`src/rtl/rxf_pkg.sv`:
```
package rxf_pkg;
  localparam int DATA_W = 8;
  localparam int STAT_W = 4;
  localparam int WORD_W = DATA_W + STAT_W;
  localparam int NFLAG  = 4;

  // flag positions on rx_flags / irq_en / irq_pend
  localparam int F_READY = 0;
  localparam int F_HALF  = 1;
  localparam int F_FULL  = 2;
  localparam int F_STALE = 3;

  typedef struct packed {
    logic [STAT_W-1:0] stat;
    logic [DATA_W-1:0] data;
  } rx_entry_t;

  typedef logic [NFLAG-1:0] flag_vec_t;
endpackage

```
`src/rtl/rxf_store.sv`:
```
module rxf_store
  import rxf_pkg::*;
#(
  parameter int DEPTH = 12,
  localparam int PTR_W = (DEPTH > 1) ? $clog2(DEPTH) : 1,
  localparam int CNT_W = $clog2(DEPTH + 1)
) (
  input  logic             clk,
  input  logic             rst_n,
  input  logic             push,
  input  rx_entry_t        push_entry,
  input  logic             pop_req,
  output rx_entry_t        head_q,
  output logic [CNT_W-1:0] fill,
  output logic             is_full,
  output logic             is_empty,
  output logic             pop_done
);
  rx_entry_t        mem [DEPTH];
  logic [PTR_W-1:0] wptr, rptr;

  assign is_full  = (fill == CNT_W'(DEPTH));
  assign is_empty = (fill == '0);
  assign pop_done = pop_req && !is_empty;

  function automatic logic [PTR_W-1:0] ptr_next(input logic [PTR_W-1:0] p);
    return (p == PTR_W'(DEPTH - 1)) ? '0 : p + 1'b1;
  endfunction

  logic wr_go;
  assign wr_go = push && !is_full;

  always_ff @(posedge clk) begin
    if (wr_go) mem[wptr] <= push_entry;
  end

  always_ff @(posedge clk) begin
    if (!rst_n) begin
      wptr   <= '0;
      rptr   <= '0;
      fill   <= '0;
      head_q <= '0;
    end else begin
      if (wr_go) wptr <= ptr_next(wptr);
      if (pop_done) begin
        rptr   <= ptr_next(rptr);
        head_q <= mem[rptr];
      end
      case ({wr_go, pop_done})
        2'b10:   fill <= fill + 1'b1;
        2'b01:   fill <= fill - 1'b1;
        default: fill <= fill;
      endcase
    end
  end


  full_hold_chk: assert property (@(posedge clk) disable iff (!rst_n)
    (is_full && push && !pop_req) |=> is_full);

  empty_pop_chk: assert property (@(posedge clk) disable iff (!rst_n)
    (is_empty && pop_req) |=> $stable(head_q));

  both_ways_chk: assert property (@(posedge clk) disable iff (!rst_n)
    (wr_go && pop_done) |=> $stable(fill));
endmodule

```
`src/rtl/rxf_idle_timer.sv`:
```
module rxf_idle_timer #(
  parameter int IDLE_LIMIT = 30,
  localparam int TW = $clog2(IDLE_LIMIT + 2)
) (
  input  logic clk,
  input  logic rst_n,
  input  logic line_busy,
  input  logic char_in,
  input  logic bit_tick,
  output logic idle_over
);
  logic [TW-1:0] quiet;
  localparam logic [TW-1:0] SAT = TW'(IDLE_LIMIT + 1);

  always_ff @(posedge clk) begin
    if (!rst_n)                   quiet <= '0;
    else if (line_busy || char_in) quiet <= '0;
    else if (bit_tick && quiet != SAT) quiet <= quiet + 1'b1;
  end

  assign idle_over = (quiet > TW'(IDLE_LIMIT));


  idle_clear_chk: assert property (@(posedge clk) disable iff (!rst_n)
    (line_busy || char_in) |=> !idle_over);
endmodule

```
`src/rtl/rxf_flags.sv`:
```
module rxf_flags
  import rxf_pkg::*;
#(
  parameter int DEPTH     = 12,
  parameter int HALF_FREE = 4,
  localparam int CNT_W    = $clog2(DEPTH + 1)
) (
  input  logic             clk,
  input  logic             rst_n,
  input  logic [CNT_W-1:0] fill,
  input  logic             idle_over,
  input  flag_vec_t        en,
  output flag_vec_t        flags,
  output flag_vec_t        pend,
  output logic             any_irq
);
  localparam logic [CNT_W-1:0] HALF_AT = CNT_W'(DEPTH - HALF_FREE);

  always_comb begin
    flags          = '0;
    flags[F_READY] = (fill != '0);
    flags[F_HALF]  = (fill >= HALF_AT);
    flags[F_FULL]  = (fill == CNT_W'(DEPTH));
    flags[F_STALE] = (fill != '0) && idle_over;
  end

  for (genvar i = 0; i < NFLAG; i++) begin : g_gate
    assign pend[i] = flags[i] & en[i];
  end

  assign any_irq = |pend;


  full_half_chk: assert property (@(posedge clk) disable iff (!rst_n)
    flags[F_FULL] |-> flags[F_HALF]);

  stale_data_chk: assert property (@(posedge clk) disable iff (!rst_n)
    flags[F_STALE] |-> flags[F_READY]);
endmodule

```
`src/rtl/rx_status_fifo.sv`:
```
module rx_status_fifo
  import rxf_pkg::*;
#(
  parameter int DEPTH      = 12,
  parameter int HALF_FREE  = 4,
  parameter int IDLE_LIMIT = 30
) (
  input  logic        clk,
  input  logic        rst_n,
  input  logic        wr_valid,
  output logic        wr_ready,
  input  logic [7:0]  wr_data,
  input  logic [3:0]  wr_stat,
  input  logic        rd_pop,
  output logic        rd_avail,
  output logic [11:0] rd_word,
  input  logic        line_busy,
  input  logic        bit_tick,
  input  logic [3:0]  irq_en,
  output logic [3:0]  rx_flags,
  output logic [3:0]  irq_pend,
  output logic        irq
);
  localparam int CNT_W = $clog2(DEPTH + 1);

  logic [CNT_W-1:0] fill;
  logic             is_full, is_empty, pop_done, idle_over;
  rx_entry_t        head_q, in_entry;

  assign in_entry = '{stat: wr_stat, data: wr_data};
  assign wr_ready = !is_full;
  assign rd_avail = !is_empty;
  assign rd_word  = head_q;

  rxf_store #(.DEPTH(DEPTH)) u_store (
    .clk, .rst_n,
    .push(wr_valid), .push_entry(in_entry), .pop_req(rd_pop),
    .head_q, .fill, .is_full, .is_empty, .pop_done
  );

  rxf_idle_timer #(.IDLE_LIMIT(IDLE_LIMIT)) u_idle (
    .clk, .rst_n, .line_busy,
    .char_in(wr_valid && wr_ready), .bit_tick, .idle_over
  );

  rxf_flags #(.DEPTH(DEPTH), .HALF_FREE(HALF_FREE)) u_flags (
    .clk, .rst_n, .fill, .idle_over, .en(irq_en),
    .flags(rx_flags), .pend(irq_pend), .any_irq(irq)
  );


  pop_moves_chk: assert property (@(posedge clk) disable iff (!rst_n)
    (rd_pop && rd_avail && !wr_valid && !is_full) |=> !is_full);
endmodule

```
`config.mk`:
```
export PLATFORM = sky130hd
export DESIGN_NAME = rx_status_fifo
export DESIGN_NICKNAME = d
export VERILOG_FILES = /design/src/rtl/rxf_pkg.sv /design/src/rtl/rxf_store.sv /design/src/rtl/rxf_idle_timer.sv /design/src/rtl/rxf_flags.sv /design/src/rtl/rx_status_fifo.sv
export SDC_FILE = /design/constraint.sdc
export NUM_CORES = 1
export LEC_CHECK = 0
export BUFFER_PORTS_ARGS = -buffer_cell sky130_fd_sc_hd__buf_2
export CORE_UTILIZATION = 57
export CTS_CLUSTER_SIZE = 28
export DETAILED_ROUTE_END_ITERATION = 8
export PLACE_DENSITY = 0.76
export SETUP_SLACK_MARGIN = 0.2
export SLEW_MARGIN = 40
export SYNTH_ARGS = -nofsm -noshare
export SYNTH_HDL_FRONTEND = slang
export SYNTH_HIERARCHICAL = 1
export SYNTH_SLANG_ARGS = --single-unit
```
`constraint.sdc`:
```
create_clock -name clk -period 3.29 [get_ports clk]
set_clock_uncertainty 0.1 [all_clocks]
set_input_delay 0.658 -clock clk [delete_from_list [all_inputs] [get_ports clk]]
set_output_delay 0.658 -clock clk [all_outputs]
set_load 0.05 [all_outputs]
```
==> out/results.txt <==
The flow ran to the end, and the final reports show no timing, DRC or antenna violations. Once layout is complete, the utilization of the core stands at 68.1%. The global-route wire length before repair was 20.7 mm. Largest driver fanout on the critical path: 10. The average instance area after synthesis was 17.8 µm²; the die extent in y was 112 µm.

The final standard cell area without fillers is 7940 µm², and the half-perimeter wire length after detailed placement is 8.20 mm. Setup violations remaining at the end of the flow were counted as 0. The critical path in this run is classified as flop to flop. The tools report the worst hold slack as 0.403 ns. Across the VDD grid, the largest voltage drop is 0.496 mV. At the later pin of the worst-skew pair, clock insertion delay measures 0.42 ns. After the last flow step, the layout net total stands at 477. The number of nets with antenna violations after detailed routing came out at 0. Yosys printed 6 warnings.

Compared with the post-synthesis result, the final layout area differs by 14.2%. In the final routed layout, each cell accounts on average for 22.4 µm. The count of input and output buffers works out to 44. The run gives 0 as the aggregate global routing overflow.

For the number of distinct library cell variants in the gate-level netlist after synthesis, the log shows 48. In this run the deepest clock path goes through 2 buffers. Data arrives at the worst endpoint at 3.05 ns.

The area of the core region is 11700 µm², and the DRC violation count after routing is 0. The run gives 390 as the number of standard cells after synthesis. The worst setup path is launched from a flop. For this design the static power due to leakage is 2.80 nW. Kind of path behind the tightest hold check: flop to flop. Sequential element share of the synthesized area: 70.6%. The slew at the pin closest to its max-slew limit is 0.787 ns. Setup repair after global routing left no endpoint under its margin.

The post-route netlist has 28.3% of its cells at a drive strength greater than 1. STA classifies the critical path endpoint as a flop. The pre-antenna-repair detailed-routing pass consisted of 5 iterations.

The run gives 45 as the top-level I/O count. The via count of the first global-routing pass is 3705. In this run the power density over the cells is 753 nW/µm². The tools report the maximum frequency from static timing analysis as 0.356 GHz. Using the TritonRoute via totals, the vias-per-cell ratio works out to 6.19.

The cts-stage hold buffer count was 0; the total global routing track utilization was 23.0%. For the sink count of the clock tree, the log shows 173. After clock tree synthesis, the clock-pin slew on the worst setup and hold paths is 0.06 ns. Antenna diode instance count: 0. For the via count, the log shows 3710. Summing all placed instances gives a cell area of 7340 µm². Once the floorplan was initialized, standard cells occupied 59.6% of the core. The floorplan has 39 rows.

The x dimension of the die works out to 112 µm. The tools report the root cell of the clock tree as sky130_fd_sc_hd__clkbuf_16. The share of async-settable or async-resettable flops after synthesis is 0%, and the total negative slack for setup checks is 0 ns. TritonCTS built the clock tree. Sorting the synthesized cells by area gives the leading types as sky130_fd_sc_hd__edfxtp_1, sky130_fd_sc_hd__mux4_2, sky130_fd_sc_hd__dfxtp_1. In this run the biggest area consumer among cell types represents 62.2% of the synthesized area. The final-report max-slew violation count was 0.

The initial antenna violation count came out at 1. STA puts the critical path data required time at 3.53 ns. The time the worst path needs with I/O delays and setup is 2.81 ns. The H-tree was split into 4 levels. For the detailed-route wire length, the log shows 13.4 mm.

Most area-hungry cell type in the Yosys netlist: sky130_fd_sc_hd__edfxtp_1. In this run, synthesis inferred 144 flip-flops with an integrated enable. Summing every instance area after synthesis gives 6950 µm².

The run gives 0.761 as the routability-driven placement congestion ratio. After the first detailed-routing iteration, the DRC count stood at 312. Dividing the final minimum period by the clock period gives 85.5%.

When the netlist entered floorplanning its net count stood at 424. The tools report the total of max-cap violations as 0. The floorplan step defined a die boundary enclosing 12600 µm². The clock buffer count from CTS was 17; the total count of hold-check failures in the final report was 0. Predominant post-synthesis flop cell: sky130_fd_sc_hd__edfxtp_1. Overall power consumption after layout is estimated at 5.98 mW. Entering global routing, the biggest net connects 41 pins. Measured against its own limit, the worst slew margin works out to 47.2%. The synthesis-stage register bit count was 173.
per-stage QoR:
step	std cells	setup slack (ns)
after global routing	599	0.355
after CTS	597	0.347
after detailed placement	565	0.384
after floorplan	390	0.428
after global placement	564	0.276
final	599	0.477
Yosys cell counts, drive strengths merged, types with 2 or more instances:
cell type / number
a21boi: 2
a21oi: 6
a32oi: 12
and2: 7
and3: 8
buf: 9
clkbuf: 10
dfxtp: 29
edfxtp: 144
ha: 11
inv: 15
mux2i: 17
mux4: 36
nand2: 14
nand2b: 2
nand3b: 2
nor2: 12
nor2b: 6
nor3: 2
nor3b: 2
nor4: 4
o21a: 3
o21ai: 18
xnor2: 2
xor2: 2
logic make-up (layout without fill, tap and decap cells):
logic type	Yosys count	count (layout)	synth area share [%]
muxes	53	53	14.1
AOI/OAI and AO/OA	48	48	4.99
adders and majority gates	12	12	2.27
xor gates and xnor gates	4	4	0.504
buffers and inverters	35	101	2.14
DFF	173	173	70.6
and+or+nand+nor	65	65	5.44
where the power goes:
group          switching (mW)  internal [mW]
clock                   0.771           1.19
combinational           0.888          0.564
sequential             0.0919           2.48
worst paths after layout:
path / from / to / slack [ns] / depth (start not counted)
hold reg to reg: u_store/rptr[2] / u_store/rptr[3] / 0.40 / 2
setup reg to reg: u_store/fill[1] / u_store/fill[3] / 0.48 / 8
hold / removal: u_store/rptr[2] / u_store/rptr[3] / 0.40 / 2
setup / recovery: u_store/fill[1] / u_store/fill[3] / 0.48 / 8
cells in the final DEF (no fill, tap or decap), drive strengths merged, types with 7 or more instances in the layout:
| cell type | synthesis | routed |
|---|---|---|
| clkinv | 1 | 7 |
| clkbuf | 10 | 20 |
| o21ai | 18 | 18 |
| a32oi | 12 | 12 |
| mux2i | 17 | 17 |
| and3 | 8 | 8 |
| dfxtp | 29 | 29 |
| buf | 9 | 53 |
| ha | 11 | 11 |
| edfxtp | 144 | 144 |
| inv | 15 | 15 |
| nand2 | 14 | 14 |
| mux4 | 36 | 36 |
| and2 | 7 | 7 |
| nor2 | 12 | 12 |
cell type report:
class	instances	area (µm²)
multi-input cells	182	1910
well taps	143	179
inverters	16	60.1
repair buffers	53	300
fillers	740	3720
clock inverters	12	146
clock buffers	20	437
flip-flops and latches	173	4910
sequential cells by signal, indices dropped and copies added, names as in the netlist:
name / cells
u_idle/quiet: 5
u_store/rptr: 4
u_store/fill: 4
u_store/wptr: 4
u_store/head_q: 12
u_store/mem: 144
what timing repair did:
| item | CTS | global route |
|---|---|---|
| buffers inserted | 0 | 2 |
| setup endpoints to repair | 0 | 1 |
| hold endpoints to repair | 0 | 0 |
| gates resized for setup | 0 | 1 |
routing by layer:
layer,global-route usage (%),wire (µm),up-vias
met5,0,0,-
met4,7.47,134,0
met3,5.40,783,14
met2,36.6,6690,127
met1,31.9,5790,1914
li1,-,-,1655
worst max-delay path, stage by stage, from the launching register on:
cell and delay [ns]:
sky130_fd_sc_hd__dfxtp_1 0.54, sky130_fd_sc_hd__and4bb_2 0.31, sky130_fd_sc_hd__nand2b_2 0.30, sky130_fd_sc_hd__ha_1 0.29, sky130_fd_sc_hd__ha_1 0.29, sky130_fd_sc_hd__a21o_1 0.18, sky130_fd_sc_hd__a21oi_1 0.18, sky130_fd_sc_hd__mux2i_1 0.30
sky130_fd_sc_hd__mux2i_1 0.24
(Power assumes the default switching activity.)
